<file path="config.mk">
export PLATFORM = sky130hd
export DESIGN_NAME = pacc_pair
export DESIGN_NICKNAME = d
export VERILOG_FILES = /design/src/rtl/pacc_pkg.sv /design/src/rtl/pacc_edge_sync.sv /design/src/rtl/pacc_byte_cnt.sv /design/src/rtl/pacc_regs.sv /design/src/rtl/pacc_pair.sv
export SDC_FILE = /design/constraint.sdc
export NUM_CORES = 1
export LEC_CHECK = 0
export ABC_AREA = 1
export CAP_MARGIN = 0
export CORE_UTILIZATION = 40
export DETAILED_ROUTE_END_ITERATION = 10
export DONT_BUFFER_PORTS = 1
export PLACE_DENSITY = 0.53
export SETUP_SLACK_MARGIN = 0.02
export SKIP_CTS_REPAIR_TIMING = 1
export SYNTH_ARGS = -nofsm -noshare
export SYNTH_HDL_FRONTEND = slang
export SYNTH_SLANG_ARGS = --single-unit
</file>
<file path="constraint.sdc">
create_clock -name clk -period 1.31 [get_ports clk]
set_input_delay 0.131 -clock clk [delete_from_list [all_inputs] [get_ports clk]]
set_output_delay 0.131 -clock clk [all_outputs]
set_load 0.01 [all_outputs]
</file>
<file path="src/rtl/pacc_pkg.sv">
// Package: register addresses and field positions shared by the accumulator pair.
// Assumes an 8-bit or wider register data path so that bit 6 exists.
package pacc_pkg;
    localparam int ADDR_W = 2;
    localparam logic [ADDR_W-1:0] ADR_CTRL = 2'd0;
    localparam logic [ADDR_W-1:0] ADR_FLAG = 2'd1;
    localparam logic [ADDR_W-1:0] ADR_LO   = 2'd2;
    localparam logic [ADDR_W-1:0] ADR_HI   = 2'd3;
    localparam int BIT_JOIN = 6;
    localparam int BIT_IE   = 1;
    localparam int BIT_OVF  = 1;
endpackage

</file>
<file path="src/rtl/pacc_edge_sync.sv">
// Module: brings one asynchronous pin into the clock domain through a
// STAGES-deep flop chain and emits a one-cycle pulse per rising edge.
// Assumes STAGES >= 2.
module pacc_edge_sync #(
    parameter int STAGES = 2
) (
    input  logic clk,
    input  logic rst_n,
    input  logic din,
    output logic rise
);
    logic [STAGES-1:0] chain;
    logic              last;

    // Shift the pin through the synchronizer and remember the settled level.
    always_ff @(posedge clk) begin
        if (!rst_n) begin
            chain <= '0;
            last  <= 1'b0;
        end else begin
            chain <= {chain[STAGES-2:0], din};
            last  <= chain[STAGES-1];
        end
    end

    assign rise = chain[STAGES-1] & ~last;

    // a detected edge never yields two back-to-back pulses.
    a_r12_single_pulse: assert property (@(posedge clk) disable iff (!rst_n)
        rise |=> !rise);
endmodule

</file>
<file path="src/rtl/pacc_byte_cnt.sv">
// Module: one count byte with a load path that takes priority over the
// increment. Flags when the value is all ones so the caller can form a carry.
module pacc_byte_cnt #(
    parameter int W = 8
) (
    input  logic         clk,
    input  logic         rst_n,
    input  logic         ld,
    input  logic [W-1:0] ld_val,
    input  logic         inc,
    output logic [W-1:0] cnt,
    output logic         full
);
    // Load from the bus, else step by one on an accepted edge.
    always_ff @(posedge clk) begin
        if (!rst_n) begin
            cnt <= '0;
        end else if (ld) begin
            cnt <= ld_val;
        end else if (inc) begin
            cnt <= cnt + W'(1);
        end
    end

    assign full = &cnt;

    // a load lands regardless of a same-cycle increment.
    a_r10_load_wins: assert property (@(posedge clk) disable iff (!rst_n)
        ld |=> cnt == $past(ld_val));
    // an accepted increment advances the byte by exactly one.
    a_r2_step_one: assert property (@(posedge clk) disable iff (!rst_n)
        (inc && !ld) |=> cnt == $past(cnt) + W'(1));
endmodule

</file>
<file path="src/rtl/pacc_regs.sv">
// Module: control and flag registers, read multiplexer and interrupt.
// The overflow flag is sticky, cleared by a one written to its bit, and a
// same-cycle set beats the clear. Assumes W >= 8.
module pacc_regs
    import pacc_pkg::*;
#(
    parameter int W = 8
) (
    input  logic              clk,
    input  logic              rst_n,
    input  logic              wr,
    input  logic [ADDR_W-1:0] addr,
    input  logic [W-1:0]      wdata,
    input  logic              ovf_set,
    input  logic [W-1:0]      cnt_lo,
    input  logic [W-1:0]      cnt_hi,
    output logic [W-1:0]      rdata,
    output logic              join_mode,
    output logic              irq
);
    logic ie_q;
    logic flag_q;
    logic ctrl_wr;
    logic flag_clr;

    assign ctrl_wr  = wr && (addr == ADR_CTRL);
    assign flag_clr = wr && (addr == ADR_FLAG) && wdata[BIT_OVF];

    // Hold the join-mode and interrupt-enable bits written by software.
    always_ff @(posedge clk) begin
        if (!rst_n) begin
            join_mode <= 1'b0;
            ie_q      <= 1'b0;
        end else if (ctrl_wr) begin
            join_mode <= wdata[BIT_JOIN];
            ie_q      <= wdata[BIT_IE];
        end
    end

    // Sticky overflow flag: set has priority over write-one-to-clear.
    always_ff @(posedge clk) begin
        if (!rst_n) begin
            flag_q <= 1'b0;
        end else if (ovf_set) begin
            flag_q <= 1'b1;
        end else if (flag_clr) begin
            flag_q <= 1'b0;
        end
    end

    // Select the addressed register; unused bits return zero.
    always_comb begin
        rdata = '0;
        case (addr)
            ADR_CTRL: begin
                rdata[BIT_JOIN] = join_mode;
                rdata[BIT_IE]   = ie_q;
            end
            ADR_FLAG: rdata[BIT_OVF] = flag_q;
            ADR_LO:   rdata = cnt_lo;
            default:  rdata = cnt_hi;
        endcase
    end

    assign irq = ie_q & flag_q;

    // a set in the same cycle as a clear leaves the flag set.
    a_r9_set_wins: assert property (@(posedge clk) disable iff (!rst_n)
        ovf_set |=> flag_q);
    // a one written to the flag bit clears it when no set competes.
    a_r8_clear: assert property (@(posedge clk) disable iff (!rst_n)
        (flag_clr && !ovf_set) |=> !flag_q);
    // a zero written to the flag bit leaves it untouched.
    a_r8_zero_keeps: assert property (@(posedge clk) disable iff (!rst_n)
        (wr && addr == ADR_FLAG && !wdata[BIT_OVF] && !ovf_set) |=> $stable(flag_q));
endmodule

</file>
<file path="src/rtl/pacc_pair.sv">
// Module: top of the accumulator pair. Two synchronized pins feed two count
// bytes, either separately under their own enables or, in join mode, as one
// 16-bit counter on pin 0 whose wrap sets the overflow flag.
// Assumes pins are asynchronous and the register port is single-cycle.
module pacc_pair
    import pacc_pkg::*;
#(
    parameter int W        = 8,
    parameter int SYNC_LEN = 2
) (
    input  logic              clk,
    input  logic              rst_n,
    input  logic              pin_ch0,
    input  logic              pin_ch1,
    input  logic              lo_en,
    input  logic              hi_en,
    input  logic              reg_wr,
    input  logic [ADDR_W-1:0] reg_addr,
    input  logic [W-1:0]      reg_wdata,
    output logic [W-1:0]      reg_rdata,
    output logic              irq
);
    localparam int NPIN = 2;

    logic [NPIN-1:0] pin_v;
    logic [NPIN-1:0] rise_v;
    logic            join_mode;
    logic            wr_lo, wr_hi;
    logic            lo_step, lo_wrap, hi_step, ovf_set;
    logic [W-1:0]    cnt_lo, cnt_hi;
    logic            lo_full, hi_full;

    assign pin_v = {pin_ch1, pin_ch0};

    for (genvar g = 0; g < NPIN; g++) begin : g_pin
        pacc_edge_sync #(.STAGES(SYNC_LEN)) u_sync (
            .clk  (clk),
            .rst_n(rst_n),
            .din  (pin_v[g]),
            .rise (rise_v[g])
        );
    end

    assign wr_lo   = reg_wr && (reg_addr == ADR_LO);
    assign wr_hi   = reg_wr && (reg_addr == ADR_HI);
    assign lo_step = rise_v[0] & (join_mode | lo_en);
    assign lo_wrap = lo_step & lo_full & ~wr_lo;
    assign hi_step = join_mode ? lo_wrap : (rise_v[1] & hi_en);
    assign ovf_set = join_mode & lo_wrap & hi_full & ~wr_hi;

    pacc_byte_cnt #(.W(W)) u_lo (
        .clk   (clk),
        .rst_n (rst_n),
        .ld    (wr_lo),
        .ld_val(reg_wdata),
        .inc   (lo_step),
        .cnt   (cnt_lo),
        .full  (lo_full)
    );

    pacc_byte_cnt #(.W(W)) u_hi (
        .clk   (clk),
        .rst_n (rst_n),
        .ld    (wr_hi),
        .ld_val(reg_wdata),
        .inc   (hi_step),
        .cnt   (cnt_hi),
        .full  (hi_full)
    );

    pacc_regs #(.W(W)) u_regs (
        .clk      (clk),
        .rst_n    (rst_n),
        .wr       (reg_wr),
        .addr     (reg_addr),
        .wdata    (reg_wdata),
        .ovf_set  (ovf_set),
        .cnt_lo   (cnt_lo),
        .cnt_hi   (cnt_hi),
        .rdata    (reg_rdata),
        .join_mode(join_mode),
        .irq      (irq)
    );

    // a 16-bit wrap leaves both bytes at zero.
    a_r6_wrap_zero: assert property (@(posedge clk) disable iff (!rst_n)
        ovf_set |=> (cnt_lo == '0 && cnt_hi == '0));
    // in join mode the upper byte moves only on a carry or a bus write.
    a_r4_hi_carry_only: assert property (@(posedge clk) disable iff (!rst_n)
        (join_mode && !wr_hi && !lo_wrap) |=> $stable(cnt_hi));
    // with join mode off the lower byte never raises the overflow flag.
    a_r3_no_overflow: assert property (@(posedge clk) disable iff (!rst_n)
        !join_mode |-> !ovf_set);
endmodule

</file>
==> impl_metrics.toml <==
[synthesis]
synth_area_per_cell_um2 = 6.38
seq_area_frac_synth_pct = 32.3
synth_area_leaders = "dfxtp_1 (32%), nand2_1 (16%), inv_1 (9.7%), nor2_1 (7.7%), o21ai_0 (5.8%)"
postSynthCellCount = 243
synth_top_area_cell = "dfxtp_1"
ys.warnings.count = 0
synth_fp_nets = 262
yosysTopAreaCellShare_pct = 32.3
ys_types = 25
synth_seq_cells = 25
syn_area_mm2 = 0.00155

[sta]
tightest_slew_ns = 0.302
maxSlewHeadroom_pct = 79.7
skew_ns = 0.00399
setup_violations = 0
period_minus_slack_ns = 1.27
slew_viol_final = 0
fin_crit_sh_pct = 96.9
hold_ws_ns = -0.0373
rsz0062_at_grt = "yes"
fmax_mhz = 787
hold_violations = 9

[layout]
diodes = 0
seqCellArea_um2 = 513
fin_area_mm2 = 0.00194
fill_cells = 390
areaGrowthSynthToFinish_pct = 24.8
nets = 287
fin_cells = 315
drive_gt1_share_pct = 21.0
multi_input_comb_area_um2 = 941

[place]
numPlacedInstances = 296
dp_hpwl_mm = 3.13
placed_area_mm2 = 0.00165
place_congestion = 0.821
numPortBuffers = 0

[die]
start_util_pct = 42.1
fp.dieW_um = 64.3
die_h_um = 64.3
rows = 22
ioPinCount = 26
design.core.area_mm2 = 0.00369
dieArea_mm2 = 0.00413

[power]
total_power_mw = 1.58
p_leak_nw = 0.860
vdd_ir_drop_max_mv = 0.387
p_per_area_mw_per_mm2 = 818

[min_path]
hold_path_class = "input port to flop"
hp-start = "rst_n"
hold-path-cell-count = 2
min_to = "u_hi.cnt[0]$_SDFFE_PN0P_"

[worst_setup_path]
reg2reg_slack_ns = 0.04
cp_data_arrival_time_ns = 1.44
r2r_cells = 9
endpoint_kind = "flop"
cp_max_fo = 6
required_ns = 1.48
crit-reg2reg-capture = "u_hi.cnt[3]$_SDFFE_PN0P_"
crit_path_start_kind = "flop"
path_class = "flop to flop"
rr_startpoint = "u_regs.join_mode$_SDFFE_PN0P_"

[global_route]
grt_first_pass_wirelength_mm = 6.67
grt_usage_pct = 21.4
antenna_found_initial = 0
grt_max_degree = 21
grt_pass1_vias = 1395
overflow = 0

[clocking]
cts_tree = "done"
clk_latency_ns = 0.27
h-tree-depth = 1
cts_sinks = 25
numCtsBuffers = 3
clk_pin_slew_worst_paths_ns = 0.09
ctsRootBufferMaster = "clkbuf_8"
clockBufferDepth = 2

[route]
drtIter0Drc = 61
vias_per_cell = 4.94
dr.pass1.iters = 5
drc = 0
postRouteAntennaNets = 0
vias = 1555
avgRoutedWirePerCell_um = 13.4
routed_wl_mm = 4.22

[job]
maxCapViolCount = 0

[status]
violations = "hold timing"
status = "complete, but fails checks"
-- layer usage --
| metal | track usage (%) | routed length (um) | part of all wire [%] |
|---|---|---|---|
| met4 | 6.94 | 76 | 1.8 |
| met1 | 30.3 | 1960 | 46 |
| met3 | 5.36 | 359 | 8.5 |
| met5 | 0 | 0 | 0 |
| met2 | 31.4 | 1830 | 43 |
-- state kept, by name, summed over array words and instances (netlist names) --
name and count:
g_pin.u_sync.chain 4, g_pin.u_sync.last 2, u_hi.cnt 8, u_lo.cnt 8, u_regs.flag_q 1, u_regs.ie_q 1
u_regs.join_mode 1
-- how the worst max path moves through the flow --
stage	slack, ns	end	startpoint
finish	0.04	u_hi.cnt[3]$_SDFFE_PN0P_	u_regs.join_mode$_SDFFE_PN0P_
global route	-0.08	u_hi.cnt[3]$_SDFFE_PN0P_	u_regs.join_mode$_SDFFE_PN0P_
CTS	-0.0006	u_hi.cnt[4]$_SDFFE_PN0P_	u_lo.cnt[1]$_SDFFE_PN0P_
detailed placement	0.02	u_hi.cnt[4]$_SDFFE_PN0P_	u_lo.cnt[1]$_SDFFE_PN0P_
global placement	0.02	u_regs.flag_q$_SDFFE_PN0P_	u_hi.cnt[1]$_SDFFE_PN0P_
floorplan	0.04	u_hi.cnt[3]$_SDFFE_PN0P_	u_lo.cnt[1]$_SDFFE_PN0P_
-- per-stage QoR --
| step | setup slack (ns) | hold WS (ns) | util, % | setup TNS, ns |
|---|---|---|---|---|
| 2_1_floorplan | 0.0420 | 0.229 | - | 0 |
| 3_3_place_gp | 0.0172 | 0.228 | 44.8 | 0 |
| 3_5_place_dp | 0.0153 | 0.231 | 44.8 | 0 |
| 4_1_cts | -0.000590 | -0.0588 | 46.1 | -0.000590 |
| 5_1_grt | -0.0789 | -0.0504 | 52.5 | -0.326 |
| 6_report | 0.0401 | -0.0373 | 52.5 | 0 |
-- worst max-delay path, stage by stage, from the launching register on --
cell,delay (ns)
dfxtp_1,0.38
inv_1,0.10
nor2_1,0.11
nand2_1,0.07
inv_2,0.08
nand3_4,0.13
nand3_4,0.14
nand2_1,0.07
nand2_1,0.06
nor2_1,0.03
-- cells in the mapped netlist --
| library cell | count |
|---|---|
| nand2_1 | 66 |
| inv_1 | 40 |
| nor2_1 | 32 |
| dfxtp_1 | 25 |
| o21ai_0 | 18 |
| nand3_1 | 14 |
| a21oi_1 | 6 |
| a31oi_1 | 6 |
| nand4_1 | 5 |
| o22ai_1 | 5 |
| nand3_4 | 3 |
| buf_4 | 2 |
| buf_6 | 2 |
| clkbuf_1 | 2 |
| ha_1 | 2 |
| nand3_2 | 2 |
| nor2_4 | 2 |
| nor3_1 | 2 |
| or2_2 | 2 |
| xor2_1 | 2 |
| inv_2 | 1 |
| inv_4 | 1 |
| mux2i_1 | 1 |
| o221ai_1 | 1 |
| xnor2_1 | 1 |
-- cells in the final DEF (no fill, tap or decap), drive strengths merged --
master / instances
a21oi: 6
a31oi: 6
buf: 15
clkbuf: 4
dfxtp: 25
dlygate4sd3: 10
ha: 2
inv: 42
mux2i: 1
nand2: 66
nand3: 20
nand4: 5
nor2: 34
nor3: 2
o21ai: 18
o221ai: 1
o22ai: 5
or2: 2
xnor2: 1
xor2: 2
-- where the power goes --
group	internal, mW	switching [mW]	leakage [nW]
Sequential	0.799	0.0360	0.208
Combinational	0.119	0.160	0.630
Clock	0.218	0.251	0.0228
Total	1.14	0.447	0.860
-- cells by family after synthesis --
group                      count (synthesis)  synth area share [%]
and+or+nand+nor                          128                  37.8
buffers and inverters                     48                  13.2
AOI/OAI and AO/OA                         36                  12.7
DFF                                       25                  32.3
xor gates and xnor gates                   3                  1.69
adders and majority gates                  2                  1.61
muxes                                      1                 0.645
-- final cells by class --
type,count,area share (%)
Multi-Input combinational cell,171,48.6
Sequential cell,25,26.5
Timing Repair Buffer,25,11.2
Inverter,42,8.27
Tap cell,48,3.10
Clock buffer,4,2.33
Note: power is estimated with default switching activity, not from simulation.
